`src/rtl/sdac_pkg.sv`:
```
package sdac_pkg;

  localparam int RULE_N = 8;

  localparam int RULE_CLK_HI   = 0;
  localparam int RULE_CLK_LO   = 1;
  localparam int RULE_D_SETUP  = 2;
  localparam int RULE_D_HOLD   = 3;
  localparam int RULE_LD_WIDTH = 4;
  localparam int RULE_CL_WIDTH = 5;
  localparam int RULE_LD_SETUP = 6;
  localparam int RULE_LD_HOLD  = 7;

  // pin vector positions after synchronisation
  localparam int PIN_SCLK = 0;
  localparam int PIN_SDI  = 1;
  localparam int PIN_LD   = 2;
  localparam int PIN_CLR  = 3;
  localparam int PIN_N    = 4;

  // minimum time per rule in ns, for the low or high supply corner
  function automatic int rule_ns(int rule, bit supply_hi);
    int ns;
    case (rule)
      RULE_CLK_HI:   ns = supply_hi ? 30 : 50;
      RULE_CLK_LO:   ns = supply_hi ? 30 : 50;
      RULE_D_SETUP:  ns = 10;
      RULE_D_HOLD:   ns = supply_hi ? 15 : 30;
      RULE_LD_WIDTH: ns = supply_hi ? 20 : 30;
      RULE_CL_WIDTH: ns = 15;
      RULE_LD_SETUP: ns = supply_hi ? 15 : 30;
      default:       ns = supply_hi ? 20 : 40;
    endcase
    return ns;
  endfunction

  // round a time up to whole system-clock cycles, at least one
  function automatic int ns_to_cyc(int ns, int period_ns);
    int c;
    c = (ns + period_ns - 1) / period_ns;
    return (c < 1) ? 1 : c;
  endfunction

endpackage

```
`src/rtl/sdac_sync.sv`:
```
module sdac_sync #(
  parameter int              W       = 4,
  parameter logic [W-1:0]    IDLE_LV = '0
) (
  input  logic         clk_i,
  input  logic         rst_ni,
  input  logic [W-1:0] async_i,
  output logic [W-1:0] sync_o
);

  logic [W-1:0] stage1_q;
  logic [W-1:0] stage2_q;

  always_ff @(posedge clk_i or negedge rst_ni) begin
    if (!rst_ni) begin
      stage1_q <= IDLE_LV;
      stage2_q <= IDLE_LV;
    end else begin
      stage1_q <= async_i;
      stage2_q <= stage1_q;
    end
  end

  assign sync_o = stage2_q;

endmodule

```
`src/rtl/sdac_pin_events.sv`:
```
module sdac_pin_events #(
  parameter int           W       = 4,
  parameter logic [W-1:0] IDLE_LV = '0
) (
  input  logic         clk_i,
  input  logic         rst_ni,
  input  logic [W-1:0] lvl_i,
  output logic [W-1:0] rise_o,
  output logic [W-1:0] fall_o
);

  logic [W-1:0] prev_q;

  always_ff @(posedge clk_i or negedge rst_ni) begin
    if (!rst_ni) prev_q <= IDLE_LV;
    else         prev_q <= lvl_i;
  end

  for (genvar g = 0; g < W; g++) begin : g_edge
    assign rise_o[g] =  lvl_i[g] & ~prev_q[g];
    assign fall_o[g] = ~lvl_i[g] &  prev_q[g];
  end

endmodule

```
`src/rtl/sdac_dbuf.sv`:
```
module sdac_dbuf #(
  parameter int N = 12
) (
  input  logic         clk_i,
  input  logic         rst_ni,
  input  logic         shift_en_i,
  input  logic         sdi_i,
  input  logic         ld_n_i,
  input  logic         clr_n_i,
  output logic [N-1:0] sr_o,
  output logic [N-1:0] code_o,
  output logic         upd_o
);

  logic [N-1:0] sr_q,   sr_d;
  logic [N-1:0] code_q, code_d;
  logic         upd_q,  upd_d;
  logic         sr_en,  code_en;

  // next state
  always_comb begin
    sr_en = shift_en_i;
    sr_d  = {sr_q[N-2:0], sdi_i};

    if (!clr_n_i)     code_d = '0;
    else if (!ld_n_i) code_d = sr_q;
    else              code_d = code_q;

    code_en = (code_d != code_q);
    upd_d   = code_en;
  end

  // registers
  always_ff @(posedge clk_i or negedge rst_ni) begin
    if (!rst_ni) begin
      sr_q   <= '0;
      code_q <= '0;
      upd_q  <= 1'b0;
    end else begin
      if (sr_en)   sr_q   <= sr_d;
      if (code_en) code_q <= code_d;
      upd_q <= upd_d;
    end
  end

  assign sr_o   = sr_q;
  assign code_o = code_q;
  assign upd_o  = upd_q;

endmodule

```
`src/rtl/sdac_tmon.sv`:
```
module sdac_tmon
  import sdac_pkg::*;
#(
  parameter int CLK_PERIOD_NS = 10,
  parameter bit SUPPLY_HI     = 1'b0
) (
  input  logic              clk_i,
  input  logic              rst_ni,
  input  logic [PIN_N-1:0]  lvl_i,
  input  logic [PIN_N-1:0]  rise_i,
  input  logic [PIN_N-1:0]  fall_i,
  input  logic              err_clr_i,
  output logic [RULE_N-1:0] cause_o,
  output logic              err_o
);

  localparam int MIN_CH  = ns_to_cyc(rule_ns(RULE_CLK_HI,   SUPPLY_HI), CLK_PERIOD_NS);
  localparam int MIN_CL  = ns_to_cyc(rule_ns(RULE_CLK_LO,   SUPPLY_HI), CLK_PERIOD_NS);
  localparam int MIN_DS  = ns_to_cyc(rule_ns(RULE_D_SETUP,  SUPPLY_HI), CLK_PERIOD_NS);
  localparam int MIN_DH  = ns_to_cyc(rule_ns(RULE_D_HOLD,   SUPPLY_HI), CLK_PERIOD_NS);
  localparam int MIN_LDW = ns_to_cyc(rule_ns(RULE_LD_WIDTH, SUPPLY_HI), CLK_PERIOD_NS);
  localparam int MIN_CRW = ns_to_cyc(rule_ns(RULE_CL_WIDTH, SUPPLY_HI), CLK_PERIOD_NS);
  localparam int MIN_LDS = ns_to_cyc(rule_ns(RULE_LD_SETUP, SUPPLY_HI), CLK_PERIOD_NS);
  localparam int MIN_LDH = ns_to_cyc(rule_ns(RULE_LD_HOLD,  SUPPLY_HI), CLK_PERIOD_NS);
  // the widest limit of either corner bounds every counter
  localparam int MAX_CYC = ns_to_cyc(50, CLK_PERIOD_NS);
  localparam int CNT_W   = $clog2(MAX_CYC + 2);

  // age counters: cycles since the last event of each kind
  localparam int AGE_CLK_EDGE = 0;
  localparam int AGE_CLK_RISE = 1;
  localparam int AGE_SDI      = 2;
  localparam int AGE_LD       = 3;
  localparam int AGE_CLR      = 4;
  localparam int AGE_N        = 5;

  logic [AGE_N-1:0] age_ev;
  logic [CNT_W-1:0] age_q [AGE_N];
  logic [CNT_W-1:0] age_d [AGE_N];

  assign age_ev[AGE_CLK_EDGE] = rise_i[PIN_SCLK] | fall_i[PIN_SCLK];
  assign age_ev[AGE_CLK_RISE] = rise_i[PIN_SCLK];
  assign age_ev[AGE_SDI]      = rise_i[PIN_SDI]  | fall_i[PIN_SDI];
  assign age_ev[AGE_LD]       = rise_i[PIN_LD]   | fall_i[PIN_LD];
  assign age_ev[AGE_CLR]      = rise_i[PIN_CLR]  | fall_i[PIN_CLR];

  for (genvar g = 0; g < AGE_N; g++) begin : g_age
    always_comb begin
      if (age_ev[g])            age_d[g] = '0;
      else if (&age_q[g])       age_d[g] = age_q[g];
      else                      age_d[g] = age_q[g] + 1'b1;
    end

    always_ff @(posedge clk_i or negedge rst_ni) begin
      if (!rst_ni) age_q[g] <= '1;
      else         age_q[g] <= age_d[g];
    end
  end

  // gap in cycles between the last event and this one is age + 1
  function automatic logic too_short(logic [CNT_W-1:0] age, int min_cyc);
    return (int'(age) + 1) < min_cyc;
  endfunction

  logic [RULE_N-1:0] viol;
  logic              sdi_chg;

  always_comb begin
    sdi_chg = age_ev[AGE_SDI];
    viol    = '0;
    viol[RULE_CLK_HI]   = fall_i[PIN_SCLK] && too_short(age_q[AGE_CLK_EDGE], MIN_CH);
    viol[RULE_CLK_LO]   = rise_i[PIN_SCLK] && too_short(age_q[AGE_CLK_EDGE], MIN_CL);
    viol[RULE_D_SETUP]  = rise_i[PIN_SCLK] && (sdi_chg || too_short(age_q[AGE_SDI], MIN_DS));
    viol[RULE_D_HOLD]   = sdi_chg && !rise_i[PIN_SCLK] &&
                          too_short(age_q[AGE_CLK_RISE], MIN_DH);
    viol[RULE_LD_WIDTH] = rise_i[PIN_LD]  && too_short(age_q[AGE_LD], MIN_LDW);
    viol[RULE_CL_WIDTH] = rise_i[PIN_CLR] && too_short(age_q[AGE_CLR], MIN_CRW);
    viol[RULE_LD_SETUP] = fall_i[PIN_LD]  && too_short(age_q[AGE_CLK_RISE], MIN_LDS);
    viol[RULE_LD_HOLD]  = rise_i[PIN_SCLK] && lvl_i[PIN_LD] &&
                          too_short(age_q[AGE_LD], MIN_LDH);
  end

  // sticky cause bits, host clear wins
  logic [RULE_N-1:0] cause_q, cause_d;
  logic              cause_en;

  always_comb begin
    cause_en = err_clr_i || (|viol);
    cause_d  = err_clr_i ? '0 : (cause_q | viol);
  end

  always_ff @(posedge clk_i or negedge rst_ni) begin
    if (!rst_ni)       cause_q <= '0;
    else if (cause_en) cause_q <= cause_d;
  end

  assign cause_o = cause_q;
  assign err_o   = |cause_q;

endmodule

```
`src/rtl/serial_dac_front.sv`:
```
module serial_dac_front
  import sdac_pkg::*;
#(
  parameter int RES_BITS      = 12,
  parameter int CLK_PERIOD_NS = 10,
  parameter bit SUPPLY_HI     = 1'b0
) (
  input  logic                clk_i,
  input  logic                rst_ni,
  input  logic                pin_sclk_i,
  input  logic                pin_sdi_i,
  input  logic                pin_ld_ni,
  input  logic                pin_clr_ni,
  input  logic                err_clr_i,
  output logic [RES_BITS-1:0] code_o,
  output logic                code_upd_o,
  output logic                tv_err_o,
  output logic [RULE_N-1:0]   tv_cause_o
);

  // idle pin levels: clock low, data low, load high, clear high
  localparam logic [PIN_N-1:0] IDLE_LV = PIN_N'((1 << PIN_LD) | (1 << PIN_CLR));

  // reset: asserted asynchronously, released on the clock
  logic [1:0] rst_pipe_q;
  logic       rst_n_sync;

  always_ff @(posedge clk_i or negedge rst_ni) begin
    if (!rst_ni) rst_pipe_q <= 2'b00;
    else         rst_pipe_q <= {rst_pipe_q[0], 1'b1};
  end
  assign rst_n_sync = rst_pipe_q[1];

  logic [PIN_N-1:0] pin_raw, pin_lvl, pin_rise, pin_fall;

  assign pin_raw[PIN_SCLK] = pin_sclk_i;
  assign pin_raw[PIN_SDI]  = pin_sdi_i;
  assign pin_raw[PIN_LD]   = pin_ld_ni;
  assign pin_raw[PIN_CLR]  = pin_clr_ni;

  sdac_sync #(.W(PIN_N), .IDLE_LV(IDLE_LV)) u_sync (
    .clk_i   (clk_i),
    .rst_ni  (rst_n_sync),
    .async_i (pin_raw),
    .sync_o  (pin_lvl)
  );

  sdac_pin_events #(.W(PIN_N), .IDLE_LV(IDLE_LV)) u_events (
    .clk_i  (clk_i),
    .rst_ni (rst_n_sync),
    .lvl_i  (pin_lvl),
    .rise_o (pin_rise),
    .fall_o (pin_fall)
  );

  logic [RES_BITS-1:0] shift_q;

  sdac_dbuf #(.N(RES_BITS)) u_dbuf (
    .clk_i      (clk_i),
    .rst_ni     (rst_n_sync),
    .shift_en_i (pin_rise[PIN_SCLK]),
    .sdi_i      (pin_lvl[PIN_SDI]),
    .ld_n_i     (pin_lvl[PIN_LD]),
    .clr_n_i    (pin_lvl[PIN_CLR]),
    .sr_o       (shift_q),
    .code_o     (code_o),
    .upd_o      (code_upd_o)
  );

  sdac_tmon #(.CLK_PERIOD_NS(CLK_PERIOD_NS), .SUPPLY_HI(SUPPLY_HI)) u_tmon (
    .clk_i     (clk_i),
    .rst_ni    (rst_n_sync),
    .lvl_i     (pin_lvl),
    .rise_i    (pin_rise),
    .fall_i    (pin_fall),
    .err_clr_i (err_clr_i),
    .cause_o   (tv_cause_o),
    .err_o     (tv_err_o)
  );

endmodule

```
`config.mk`:
```
export PLATFORM = sky130hd
export DESIGN_NAME = serial_dac_front
export DESIGN_NICKNAME = d
export VERILOG_FILES = /design/src/rtl/sdac_pkg.sv /design/src/rtl/sdac_sync.sv /design/src/rtl/sdac_pin_events.sv /design/src/rtl/sdac_dbuf.sv /design/src/rtl/sdac_tmon.sv /design/src/rtl/serial_dac_front.sv
export SDC_FILE = /design/constraint.sdc
export NUM_CORES = 1
export LEC_CHECK = 0
export BUFFER_PORTS_ARGS = -buffer_cell sky130_fd_sc_hd__buf_2
export CORE_ASPECT_RATIO = 0.8
export CORE_MARGIN = 4
export CORE_UTILIZATION = 35
export DETAILED_ROUTE_END_ITERATION = 16
export PLACE_DENSITY = 0.58
export REMOVE_ABC_BUFFERS = 1
export SYNTH_ARGS = -nofsm -noshare
export SYNTH_HDL_FRONTEND = slang
export SYNTH_HIERARCHICAL = 1
export SYNTH_SLANG_ARGS = --single-unit
```
`constraint.sdc`:
```
create_clock -name clk_i -period 2.05 [get_ports clk_i]
set_input_delay 0.1025 -clock clk_i [delete_from_list [all_inputs] [get_ports clk_i]]
set_output_delay 0.1025 -clock clk_i [all_outputs]
set_load 0.01 [all_outputs]
```
==> flow_summary_export.csv, run 1 <==
group,metric,value,unit
worst_setup_path,ff2ff_path_depth,4,
synth,synth_edf_count,0,
layout,area_delta_synth_final,19.5,%
clocking,clk_pin_slew,0.07,ns
worst_setup_path,r2r_slack,0.50,ns
place,place.detailed.hpwl,3730,µm
layout,drive_above_1_share,0.332,
pwr,powerDensity,1150,mW/mm²
worst_setup_path,cpPeakStageDelay,0.45,ns
sta,grt_setup_unrepaired,"no",
sta,post-route-period-util,0.755,
layout,antenna_cells,0,
grt,grt_max_degree,42,
synth,netlist_top_cells_area,"dfrtp_1 36%, dfstp_2 19%, mux2i_1 7.4%",
synth,avgSynthCellArea,12.7,µm²
routing,drt_iter0_markers,42,
sta,final_hold_viol_count,0,
grt,grtUsageTotal,0.121,
synth,synth_top_area_share,0.360,
worst_setup_path,crit_required,2.26,ns
clocking,clockBufferDepth,2,
routing,wirelength,5230,µm
synth,synth_warnings,6,
worst_setup_path,slowest_stage,"dfrtp_1",
clocking,cts_setup_buffers,0,
floorplanning,fp.dieW,109,µm
grt,gr-total-overflow,0,
pwr,p_int,2.76,mW
sta,drv_slew,0,
synth,synthTopCellsByCount,"41 x dfrtp_1, 30 x nor2b_1, 21 x dfstp_2, 21 x mux2i_1, 16 x nor2_1",
synth,yosysSeqAreaShare,0.554,
synth,synth-async-reset-ratio,1.00,
worst_setup_path,cp_data_arrival_time,1.76,ns
routing,avgViaCountPerCell,4.69,
routing,drt-pass1-iter-count,4,
pwr,leakage,1.53,nW
flow_run,maxCapViolations,0,
worst_setup_path,critPathMaxFanout,5,
floorplanning,design.core.area,0.00791,mm²
synth,syn-cell-area,0.00285,mm²
grt,antenna_found_initial,0,
synth,synthCells,225,
floorplanning,start_util,0.360,
pwr,switching_share,0.297,
pwr,p_sw,1.17,mW
clocking,postCtsHoldBufs,5,
sta,setup_ws,0.502,ns
hold_path,hold_path_class,"input port to asynchronous set/reset pin",
floorplanning,rows,29,
pwr,pwr-share-seq,0.473,
pwr,pwr-share-comb,0.233,
worst_setup_path,crit_chain,"nor2b_1 -> a2111oi_0 -> a31oi_1 -> a311o_1",
synth,synth_top_area_cell,"dfrtp_1",
clocking,numCtsBuffers,9,
worst_setup_path,cp-end-kind,"flip-flop",
clocking,clock_latency,0.32,ns
layout,final_nets,287,
sta,finalCriticalPeriod,1.55,ns
routing,drc,0,
clocking,cts_tree,"yes",
routing,ant_nets,0,
outcome,status,"finished, final reports clean",
clocking,post_cts_resized,0,
worst_setup_path,start_kind,"flip-flop",
pwr,clockPowerShare,0.294,
place,gp_congestion,0.857,
clocking,htreeDepth,3,
grt,grt_pass1_vias,1769,
routing,via_count,1793,
sta,fin_skew,0.0124,ns
worst_setup_path,critical_path_class,"flip-flop to flip-flop",
routing,post_drt_wl_per_cell,13.7,µm
worst_setup_path,cp_num_buf_inv,0,
place,io_buffers,28,
synth,yosysMostFrequentCell,"dfrtp_1",
synth,ys_seq_elements,62,
worst_setup_path,r2r-end,"u_dbuf/upd_o",
floorplanning,num_io_pins,29,
pwr,ir_drop,0.000420,V
sta,fmax,646,MHz
sta,setup_tns,0,ns
place,pre_cts_ws,0.541,ns
clocking,root_buffer,"clkbuf_8",
floorplanning,die_y,88.7,µm
synth,ys.flop_type,"dfrtp_1",
worst_setup_path,r2r-start,"u_dbuf/code_o[2]",
floorplanning,dieArea,0.00966,mm²
synth,synth_cell_types,33,
worst_setup_path,critPathTopFamily,"compound AO/OA/AOI/OAI gates",
grt,grt_pass1_wl,8890,µm
clocking,cts.sinks,62,
sta,setup_viol,0,
placed cells by master, fill, tap and decap left out, types with 2 or more instances in the layout:
cell	count
nor2_1	16
or2b_1	2
dfstp_2	21
nand3_1	4
a31oi_1	7
clkinv_2	2
dlygate4sd3_1	5
mux2_2	11
xor2_1	5
bufinv_16	2
nor4_1	5
nor2b_4	4
clkbuf_8	10
inv_1	6
nand2_1	2
nor3_1	10
dfrtp_1	40
a2111oi_4	3
ha_1	11
a21oi_1	4
nand2b_1	5
buf_2	28
nor2b_1	30
clkbuf_1	2
o2111a_1	2
buf_4	5
mux2i_1	21
power by group through the flow:
stage | logic [mW] | registers (mW) | clock network, mW
after global routing | 1.04 | 1.91 | 1.25
after detailed placement | 0.919 | 1.88 | 0
final | 0.916 | 1.86 | 1.15
after global placement | 0.904 | 1.87 | 0
after CTS | 0.929 | 1.86 | 1.20
after floorplan | 0.676 | 1.82 | 0
registers in the layout (all words and copies together), names as in the netlist:
register         count
u_dbuf/code_o       12
rst_pipe_q           2
u_tmon/cause_o       8
u_dbuf/sr_o         12
u_tmon/age_q        15
u_events/prev_q      4
u_sync/sync_o        4
u_dbuf/upd_o         1
u_sync/stage1_q      4
routing by layer:
layer	up-vias	global-route usage	wire [µm]
li1	872	-	-
met1	901	0.173	2720
met2	16	0.173	2330
met3	4	0.0292	119
met4	0	0.0550	57
met5	-	0	0
area by class of cell:
| cell class | count | area, µm² |
|---|---|---|
| repair buffers | 39 | 248 |
| clock inverters | 4 | 70.1 |
| flip-flops and latches | 62 | 1580 |
| inverters | 8 | 32.5 |
| clock buffers | 12 | 145 |
| fillers | 791 | 4510 |
| multi-input cells | 149 | 1190 |
| well taps | 108 | 135 |
metrics by stage:
stage	std cells	util	hold slack (ns)	cell area (µm²)	power, mW
floorplan	219	-	-0.193	2810	2.50
finish	382	0.430	0.0966	3400	3.93
detailed placement	361	0.397	-0.105	3140	2.80
global route	382	0.430	0.0855	3400	4.20
global placement	361	0.397	-0.108	3140	2.78
CTS	382	0.430	0.0792	3400	3.98
cells by family after synthesis:
group	count (synthesis)	share of synthesized area
and+or+nand+nor	80	0.166
DFF	62	0.554
muxes	32	0.117
AOI/OAI and AO/OA	20	0.0711
buffers and inverters	14	0.0268
adders and majority gates	11	0.0483
xor gates and xnor gates	5	0.0154
other	1	0.00132
worst max-delay path by stage:
stage / start / to / slack [ns] / cells after the start
floorplan: u_sync/sync_o[0] / u_tmon/cause_o[2] / 0.15 / 4
global placement: u_dbuf/sr_o[7] / u_dbuf/upd_o / 0.57 / 4
detailed placement: u_dbuf/code_o[2] / u_dbuf/upd_o / 0.54 / 4
CTS: u_dbuf/code_o[2] / u_dbuf/upd_o / 0.53 / 4
global route: u_dbuf/code_o[2] / u_dbuf/upd_o / 0.41 / 4
finish: u_dbuf/code_o[2] / u_dbuf/upd_o / 0.50 / 4
Note: power is estimated with default switching activity, not from simulation.
==> run 2: changes to the inputs <==
--- a/config.mk
+++ b/config.mk
@@ -10,7 +10,7 @@
 export CORE_MARGIN = 4
 export CORE_UTILIZATION = 35
 export DETAILED_ROUTE_END_ITERATION = 16
-export PLACE_DENSITY = 0.58
+export PLACE_DENSITY = 0.6
 export REMOVE_ABC_BUFFERS = 1
 export SYNTH_ARGS = -nofsm -noshare
 export SYNTH_HDL_FRONTEND = slang
==> constraint.sdc (replaced) <==
create_clock -name clk_i -period 1.4 [get_ports clk_i]
set_input_delay 0.07 -clock clk_i [delete_from_list [all_inputs] [get_ports clk_i]]
set_output_delay 0.07 -clock clk_i [all_outputs]
set_load 0.01 [all_outputs]
==> flow_summary_export.csv, run 2 (synthesized netlist as in run 1, its figures left out) <==
group,metric,value,unit
place,io_buffers,28,
floorplanning,start_util,0.360,
place,place.detailed.hpwl,4060,µm
clocking,cts_tree,"yes",
place,pre_cts_ws,-0.115,ns
routing,drc,0,
grt,grt_max_degree,61,
layout,fill_cells,742,
layout,mostFrequentLayoutCells,"38 x dfrtp_1, 32 x buf_4, 28 x buf_2, 28 x nor2b_1",
worst_setup_path,critPathMaxFanout,3,
hold_path,hold_path_class,"input port to flip-flop",
sta,setup_tns,-0.0240,ns
sta,post-route-period-util,1.02,
layout,top_register,"u_tmon/age_q",
pwr,leakage,1.68,nW
worst_setup_path,cp_num_buf_inv,0,
sta,fmax,702,MHz
layout,largest_register_ff_count,15,
layout,multi_input_area,0.00131,mm²
worst_setup_path,critical_path_class,"flip-flop to flip-flop",
layout,layout_commonest_cell,"dfrtp_1",
sta,fin_skew,0.0103,ns
worst_setup_path,start_kind,"flip-flop",
sta,drv_slew,0,
pwr,powerDensity,1650,mW/mm²
clocking,numCtsBuffers,9,
layout,final_nets,317,
sta,final_hold_viol_count,0,
routing,post_drt_wl_per_cell,14.2,µm
sta,setup_ws,-0.0240,ns
worst_setup_path,cpPeakStageDelay,0.42,ns
worst_setup_path,cp-end-kind,"flip-flop",
flow_run,maxCapViolations,0,
layout,drive_above_1_share,0.454,
outcome,violations,"setup timing",
clocking,htreeDepth,3,
worst_setup_path,cp_data_arrival_time,1.64,ns
routing,avgViaCountPerCell,4.71,
routing,drt_iter0_markers,124,
clocking,clockBufferDepth,2,
pwr,ir_drop,0.000643,V
layout,seq_area,0.00158,mm²
floorplanning,num_io_pins,29,
grt,grt_pass1_wl,9810,µm
clocking,clock_latency,0.34,ns
sta,setup_viol,1,
routing,ant_nets,0,
worst_setup_path,crit_required,1.62,ns
routing,via_count,1939,
clocking,root_buffer,"clkbuf_8",
grt,grt_pass1_vias,1958,
sta,grt_setup_unrepaired,"yes",
worst_setup_path,critPathTopFamily,"compound AO/OA/AOI/OAI gates",
grt,antenna_found_initial,0,
grt,gr-total-overflow,0,
floorplanning,design.core.area,0.00791,mm²
floorplanning,dieArea,0.00966,mm²
worst_setup_path,slowest_stage,"dfrtp_1",
clocking,clk_pin_slew,0.08,ns
place,gp_congestion,0.876,
floorplanning,fp.dieW,109,µm
floorplanning,die_y,88.7,µm
layout,area_delta_synth_final,32.0,%
clocking,cts.sinks,62,
grt,grtUsageTotal,0.133,
floorplanning,rows,29,
sta,hold_slack,0.0447,ns
worst_setup_path,crit_chain,"nor2b_4 -> a2111oi_4 -> nand3_1 -> a311o_1",
outcome,status,"finished with violations",
routing,drt-pass1-iter-count,5,
sta,finalCriticalPeriod,1.42,ns
layout,antenna_cells,0,
routing,wirelength,5850,µm
## run 2: cell count changes in the layout (fill, tap and decap cells not counted), moves of 3 or more
| cell | delta |
|---|---|
| buf_4 | +27 |
| ha_1 | -5 |
| ha_4 | +4 |
| clkinvlp_4 | +3 |
| nor4_1 | -3 |
| nor4_2 | +3 |
## run 2: power by group
group | internal (mW) | switching, mW | leakage (nW) | total [mW]
combinational | 1.11 | 0.881 | 0.849 | 1.99
sequential | 2.26 | 0.367 | 0.735 | 2.62
clock | 0.878 | 0.726 | 0.0951 | 1.60
## run 2: repair_timing
action,in CTS,in global routing
pin swaps,4,10
setup endpoints to repair,4,12
resized for setup,11,12
setup buffers,1,5
hold buffers,5,0
hold endpoints to repair,6,0
## run 2: worst reg2reg max path, cell delays in order (launching register included)
cell,delay (ns)
dfrtp_1,0.42
nor2b_4,0.15
a2111oi_4,0.31
nand3_1,0.11
a311o_1,0.32
## run 2: per-stage QoR
step,cell area [µm²],power (mW),cells,util
final,3760,6.22,412,0.475
after global placement,3330,4.35,385,0.421
after detailed placement,3330,4.40,385,0.421
after floorplan,2810,3.66,219,-
after CTS,3670,6.16,407,0.465
after global routing,3760,6.62,412,0.475
## run 2: area by class of cell
type / instances / share of cell area
tap: 108 / 0.0359
clock inverter: 6 / 0.0186
sequential: 62 / 0.421
clock buffer: 10 / 0.0366
inverter: 8 / 0.00865
timing repair buffer: 69 / 0.131
multi-input combinational: 149 / 0.348
## run 2: worst paths after layout
| check | start | end | slack [ns] | depth (start not counted) |
|---|---|---|---|---|
| min in group asynchronous | rst_ni | rst_pipe_q[1] | 0.05 | 2 |
| setup reg to reg | u_dbuf/sr_o[8] | u_dbuf/upd_o | -0.02 | 4 |
| hold reg to reg | rst_pipe_q[1] | u_tmon/cause_o[3] | 0.27 | 1 |
| max in group asynchronous | rst_pipe_q[1] | u_tmon/age_q[0] | 0.83 | 1 |
| setup / recovery | u_dbuf/sr_o[8] | u_dbuf/upd_o | -0.02 | 4 |
| hold / removal | err_clr_i | u_tmon/cause_o[7] | 0.04 | 2 |
## run 2: metal layers
layer | GRT usage | vias up | part of all wire
met1 | 0.187 | 967 | 0.50
met5 | 0 | - | 0
li1 | - | 936 | -
met3 | 0.0263 | 9 | 0.023
met4 | 0.0585 | 0 | 0.017
met2 | 0.201 | 27 | 0.46
